## config.mk

```make
export PLATFORM = sky130hd
export DESIGN_NAME = fault_hold
export DESIGN_NICKNAME = d
export VERILOG_FILES = /design/src/rtl/fault_hold.sv
export SDC_FILE = /design/constraint.sdc
export NUM_CORES = 1
export LEC_CHECK = 0
export BUFFER_PORTS_ARGS = -buffer_cell sky130_fd_sc_hd__clkbuf_2
export CORE_ASPECT_RATIO = 0.5
export CORE_UTILIZATION = 30
export CTS_BUF_LIST = sky130_fd_sc_hd__clkbuf_16
export DETAILED_ROUTE_END_ITERATION = 8
export PLACE_DENSITY = 0.55
export SLEW_MARGIN = 20
export SYNTH_ARGS = -nofsm -noshare
export SYNTH_HDL_FRONTEND = slang
export SYNTH_SLANG_ARGS = --single-unit
```

## constraint.sdc

```tcl
create_clock -name clk -period 6.4 [get_ports clk]
set_input_delay 0.64 -clock clk [delete_from_list [all_inputs] [get_ports clk]]
set_output_delay 0.64 -clock clk [all_outputs]
set_load 0.02 [all_outputs]
```

## src/rtl/fault_hold.sv

```systemverilog
module fault_hold #(
  parameter int MAG_W     = 16,
  parameter int SPC       = 64,
  parameter int SHORT_CYC = 3,
  parameter int LONG_CYC  = 60,
  parameter int PICK_CYC  = 3,
  parameter int EVID_CYC  = 1,
  parameter int FLOOR     = 200,
  parameter int K_NUM     = 13,
  parameter int K_SH      = 7
) (
  input  logic             clk,
  input  logic             rst_n,
  input  logic             sample_en,
  input  logic             det_ac,
  input  logic             det_dc,
  input  logic [MAG_W-1:0] irst_mag,
  input  logic [MAG_W-1:0] idif_mag,
  input  logic [MAG_W-1:0] iharm_sum,
  output logic             hold,
  output logic             long_cxl
);
  localparam int SHORT_N = SHORT_CYC * SPC;
  localparam int LONG_N  = LONG_CYC * SPC;
  localparam int PICK_N  = PICK_CYC * SPC;
  localparam int EVID_N  = EVID_CYC * SPC;
  localparam int SW  = $clog2(SHORT_N + 1);
  localparam int LW  = $clog2(LONG_N + 1);
  localparam int PW  = $clog2(PICK_N + 1);
  localparam int EW  = $clog2(EVID_N + 1);
  localparam int PRW = MAG_W + $clog2(K_NUM + 1);
  localparam logic [MAG_W-1:0] FLOOR_V = MAG_W'(FLOOR);

  logic [SW-1:0] short_cnt;
  logic [LW-1:0] long_cnt;
  logic [PW-1:0] pk_cnt;
  logic [EW-1:0] ev_cnt;
  logic          evid;
  logic          cxl_q;

  logic [PRW-1:0] prod, thr, dif_x, harm_x;
  assign prod   = PRW'(irst_mag) * PRW'(K_NUM);
  assign thr    = prod >> K_SH;
  assign dif_x  = PRW'(idif_mag);
  assign harm_x = PRW'(iharm_sum);

  wire trig    = sample_en & (det_ac | det_dc);
  wire above   = irst_mag > FLOOR_V;
  wire sat     = above & (dif_x > thr) & (harm_x > thr);
  wire rel     = above & (dif_x < thr) & (harm_x < thr) & evid;
  wire pk_done = sample_en & hold & rel & (pk_cnt == PW'(PICK_N - 1));
  wire cancel  = pk_done & ~trig;

  assign hold     = (short_cnt != '0) | (long_cnt != '0);
  assign long_cxl = cxl_q;

  always_ff @(posedge clk) begin
    if (!rst_n)                             short_cnt <= '0;
    else if (trig)                          short_cnt <= SW'(SHORT_N);
    else if (sample_en && short_cnt != '0)  short_cnt <= short_cnt - SW'(1);
  end

  always_ff @(posedge clk) begin
    if (!rst_n)                             long_cnt <= '0;
    else if (trig)                          long_cnt <= LW'(LONG_N);
    else if (cancel)                        long_cnt <= '0;
    else if (sample_en && long_cnt != '0)   long_cnt <= long_cnt - LW'(1);
  end

  always_ff @(posedge clk) begin
    if (!rst_n)      cxl_q <= 1'b0;
    else if (trig)   cxl_q <= 1'b0;
    else if (cancel) cxl_q <= 1'b1;
  end

  always_ff @(posedge clk) begin
    if (!rst_n || !hold) begin
      ev_cnt <= '0;
      evid   <= 1'b0;
    end else if (sample_en) begin
      if (sat) begin
        if (ev_cnt == EW'(EVID_N - 1)) evid <= 1'b1;
        else                           ev_cnt <= ev_cnt + EW'(1);
      end else begin
        ev_cnt <= '0;
      end
    end
  end

  always_ff @(posedge clk) begin
    if (!rst_n || !hold)   pk_cnt <= '0;
    else if (sample_en) begin
      if (pk_done)         pk_cnt <= '0;
      else if (rel)        pk_cnt <= pk_cnt + PW'(1);
      else                 pk_cnt <= '0;
    end
  end
endmodule


```

==> impl_summary.md <==
Logic synthesis
The mean instance size in the synthesized netlist is 8.14 µm². The share of synthesized area occupied by flip-flops and latches is 18.3%. The Yosys step of the flow raised 0 warnings. The share of the synthesized area in the top cell type is 20.8%.

Ranked by total cell area, the synthesized netlist is headed by sky130_fd_sc_hd__ha_1 (21%), sky130_fd_sc_hd__dfxtp_1 (18%), sky130_fd_sc_hd__fa_1 (5.9%). The most frequently used flop master after synthesis is sky130_fd_sc_hd__dfxtp_1. The netlist uses 59 different library cells. Counting every instance in the synthesized netlist gives 496. The biggest area contributor in the post-synthesis netlist is sky130_fd_sc_hd__ha_1. The number of nets produced by synthesis is 628. The cell area that synthesis handed to floorplanning was 0.00404 mm². The number of enable flip-flop cells after synthesis is 0. In this run, synthesis produced a sequential element count of 37. The proportion of synthesized flip-flops having asynchronous set or reset is 0%.

Run
The number of max-cap violations is 0.

Global routing
In the global route stage, overall resource usage came out at 13.2%. Entering global routing, the biggest net connects 13 pins. The wire length of the first global-routing pass is 15400 µm. The number of antenna violations at the first check in global routing is 0. The via count of the first global-routing pass is 3375. The final global-route overflow total is 0.

Clock tree
The clock tree synthesis step divided the H-tree into 2 levels. Post-CTS repair changed the size of 0 cells. The tree is rooted in a sky130_fd_sc_hd__clkbuf_16.

Counting along the longest clock path gives a buffer depth of 2. Clock latency on the worst-skew pair, taken at its later pin, is 280 ps. The clock sink count is 37. The number of setup buffers added after CTS is 0. The clock tree from TritonCTS is yes.

The clock slew at the register clock pins of the worst setup and hold paths is 50 ps. Buffers inserted to repair hold after CTS numbered 0. In this run, CTS created clock tree buffers numbering 5.

Power
The total power divided by cell area is 242 mW/mm². Summed over all cells, the static leakage comes to 2.11 nW. VDD sags by at most 0.0974 mV.

Setup path
The logic depth of the worst register-to-register path is 10. The cell with the largest stage delay on the worst path is sky130_fd_sc_hd__or4_1. The critical path class is input port to flop. Traced cell by cell, the critical path runs through clkbuf_2, inv_1, ha_1, inv_1, fa_1, inv_1, ha_1, a21oi_1, a21oi_1, nor3_1, o21bai_1, a21oi_1, xor2_1, ha_1, nand2_1, a21oi_1, a211oi_1, maj3_1, o21ai_0, a211o_1, or4_1, nor3b_1, a211o_1. STA classifies the critical path startpoint as an input port. On the worst path, the slowest cell contributes a delay of 650 ps.

Data on the critical path is required at its endpoint by 6620 ps. For the worst setup path, the data arrival time is 5830 ps. The endpoint identified for the worst register-to-register timing path is pk_cnt[2]$_SDFFE_PP0P_. The sort of element at the end of the critical path is a flop. The internal reg-to-reg setup slack is 3070 ps.

The start of the worst register-to-register path is long_cnt[3]$_SDFFE_PP0P_. The most used cell along the critical path is sky130_fd_sc_hd__a21oi_1. Along the worst path, the maximum fanout reaches 9.

Placed design
The number of I/O port buffers is 54. The worst setup slack before clock tree synthesis is 493 ps. The last weighted congestion value of the routability-driven placer is 0.782. The placed wire-length estimate is 7590 µm.

Floorplanning
The chip width is 166 µm. Once the floorplan was initialized, standard cells occupied 31.4% of the core. The total number of placement rows is 29. The floorplan step defined a die boundary enclosing 0.0140 mm². The total area inside the core boundary comes to 0.0129 mm². The height of the chip is 84.0 µm. 55 I/O pins were placed.

Final layout
The share of cells above drive strength 1 is 12.2%. The number of fill cells in the layout is 1389. In the final design database the tool counted 682 nets. The area overhead of the layout relative to synthesis is 14.6%. The number of diodes added for antenna fixing is 0.

STA
The least setup slack across all paths after layout is 791 ps. The hold violation count in the final report came to 0. The maximum clock skew at final layout is 6.78 ps. The worst pin sits at a relative slew slack of 43.1%. The routed design could run at a clock period as short as 5610 ps. Based on the critical path, the design can be clocked at up to 0.178 GHz. The transition time of the tightest slew-check pin is 850 ps. Setup repair after global routing left no endpoint under its margin. The worst path uses 87.6% of the clock period. The final number of setup-violating endpoints is 0. The number of max-slew violations in the final report is 0. Adding up every negative setup slack in the final design gives 0 ps.

Outcome
The run finished, with violations left. The checks that failed: design-rule violations.

Min path
The path with the worst hold slack has its endpoint at ev_cnt[6]$_SDFFE_PP0P_. The worst hold path belongs to the class flop to flop. The instance count along the most critical hold path is 2.

The startpoint identified for the worst hold timing path is ev_cnt[6]$_SDFFE_PP0P_.

Routing
For this block, the via count after detailed routing is 3515. Dividing the detail-routed wire length by the instance count gives 12.5 µm. The ratio of routed vias to standard cells is 4.88. For this run, design rule violations remaining after detail routing come to 2. The routed wire length is 8990 µm. The first detailed-routing pass ran for 6 iterations.

For this block, the initial DRC count from the detailed router was 183. The antenna violation net count after detailed routing is 0.
[placed cells by master, fill, tap and decap left out, drive strengths merged, types with 4 or more instances in the layout]
cell and count:
ha 67, inv 63, clkbuf 59, nand2 38
dfxtp 37, nor2 36, xnor2 26, a21oi 24
o21ai 22, nor3 16, fa 12, nand3 11
xor2 9, a211oi 9, o211ai 8, nand4 7
a31oi 7, and3 7, and2 6, a211o 6
nor4 6, nor3b 6, or4 6, o21a 5
and4 4, nand2b 4, nor2b 4, a21o 4
nand4b 4, or3 4
[routing by layer]
metal | wire length [µm] | GRT usage (%) | share of wire, % | vias up
met4 | 47 | 2.55 | 0.52 | 0
met5 | 0 | 0 | 0 | -
met3 | 164 | 1.38 | 1.8 | 4
met2 | 3980 | 22.3 | 44 | 37
li1 | - | - | - | 1865
met1 | 4790 | 18.1 | 53 | 1609
[stage by stage]
step / area, µm² / power (mW) / util (%) / cells / hold slack, ps
final: 4630 / 1.12 / 35.9 / 720 / 447
after global routing: 4630 / 1.23 / 35.9 / 720 / 486
after CTS: 4630 / 1.13 / 35.9 / 720 / 450
after detailed placement: 4500 / 0.896 / 34.9 / 713 / 440
after global placement: 4500 / 0.887 / 34.9 / 713 / 433
after floorplan: 4040 / 0.752 / - / 496 / 423
[sequential cells by signal, summed over array words and instances, names as in the netlist]
name,cells
ev_cnt,7
long_cxl,1
short_cnt,8
long_cnt,12
pk_cnt,8
evid,1
[synth_stat cells, types with 7 or more instances]
library cell               instances
sky130_fd_sc_hd__a21oi_1          24
sky130_fd_sc_hd__xor2_1            9
sky130_fd_sc_hd__a31oi_1           7
sky130_fd_sc_hd__nor3_1           16
sky130_fd_sc_hd__nand4_1           7
sky130_fd_sc_hd__nand2_1          38
sky130_fd_sc_hd__ha_1             67
sky130_fd_sc_hd__a211oi_1          9
sky130_fd_sc_hd__nand3_1          11
sky130_fd_sc_hd__and3_1            7
sky130_fd_sc_hd__dfxtp_1          37
sky130_fd_sc_hd__fa_1             12
sky130_fd_sc_hd__o21ai_0          20
sky130_fd_sc_hd__nor2_1           35
sky130_fd_sc_hd__o211ai_1          8
sky130_fd_sc_hd__xnor2_1          26
sky130_fd_sc_hd__inv_1            62
[power breakdown]
part / switching (mW) / internal (mW) / total, mW
registers: 0.0185 / 0.251 / 0.270
logic: 0.350 / 0.274 / 0.624
clock network: 0.0861 / 0.139 / 0.225
[cell families (layout without fill, tap and decap cells)]
| family | Yosys count | count (layout) | share of synthesized area [%] |
|---|---|---|---|
| simple gates | 163 | 163 | 21.5 |
| compound gates | 106 | 106 | 17.3 |
| fa+ha+maj | 81 | 81 | 27.2 |
| buf+inv | 71 | 125 | 6.69 |
| xor+xnor | 37 | 37 | 8.71 |
| flops | 37 | 37 | 18.3 |
| mux | 1 | 1 | 0.248 |
[worst max-delay path, delay by kind of cell]
kind | cells | cell delay [ps]
AND/OR/NAND/NOR | 4 | 1440
AO/OA/AOI/OAI | 9 | 1570
adder cells (fa/ha/maj) | 5 | 1630
XOR/XNOR | 1 | 240
buffers and inverters | 4 | 300
[cell type report]
cell class	instances	area (µm²)	area share (%)
clock buffers	5	125	2.70
clock inverters	2	7.51	0.162
inverters	63	236	5.11
multi-input cells	388	3030	65.4
flip-flops and latches	37	741	16.0
well taps	170	213	4.60
repair buffers	55	278	6.00
[worst max path at each step]
stage / start / to / slack [ps] / depth (start not counted)
detailed placement: irst_mag[4] / pk_cnt[2]$_SDFFE_PP0P_ / 490 / 23
global route: irst_mag[4] / pk_cnt[2]$_SDFFE_PP0P_ / 290 / 23
floorplan: irst_mag[8] / long_cnt[1]$_SDFFE_PP0P_ / 1200 / 23
CTS: irst_mag[4] / pk_cnt[2]$_SDFFE_PP0P_ / 760 / 23
global placement: irst_mag[4] / pk_cnt[2]$_SDFFE_PP0P_ / 640 / 23
finish: irst_mag[4] / pk_cnt[2]$_SDFFE_PP0P_ / 790 / 23
Power figures use the tool's default switching activity.
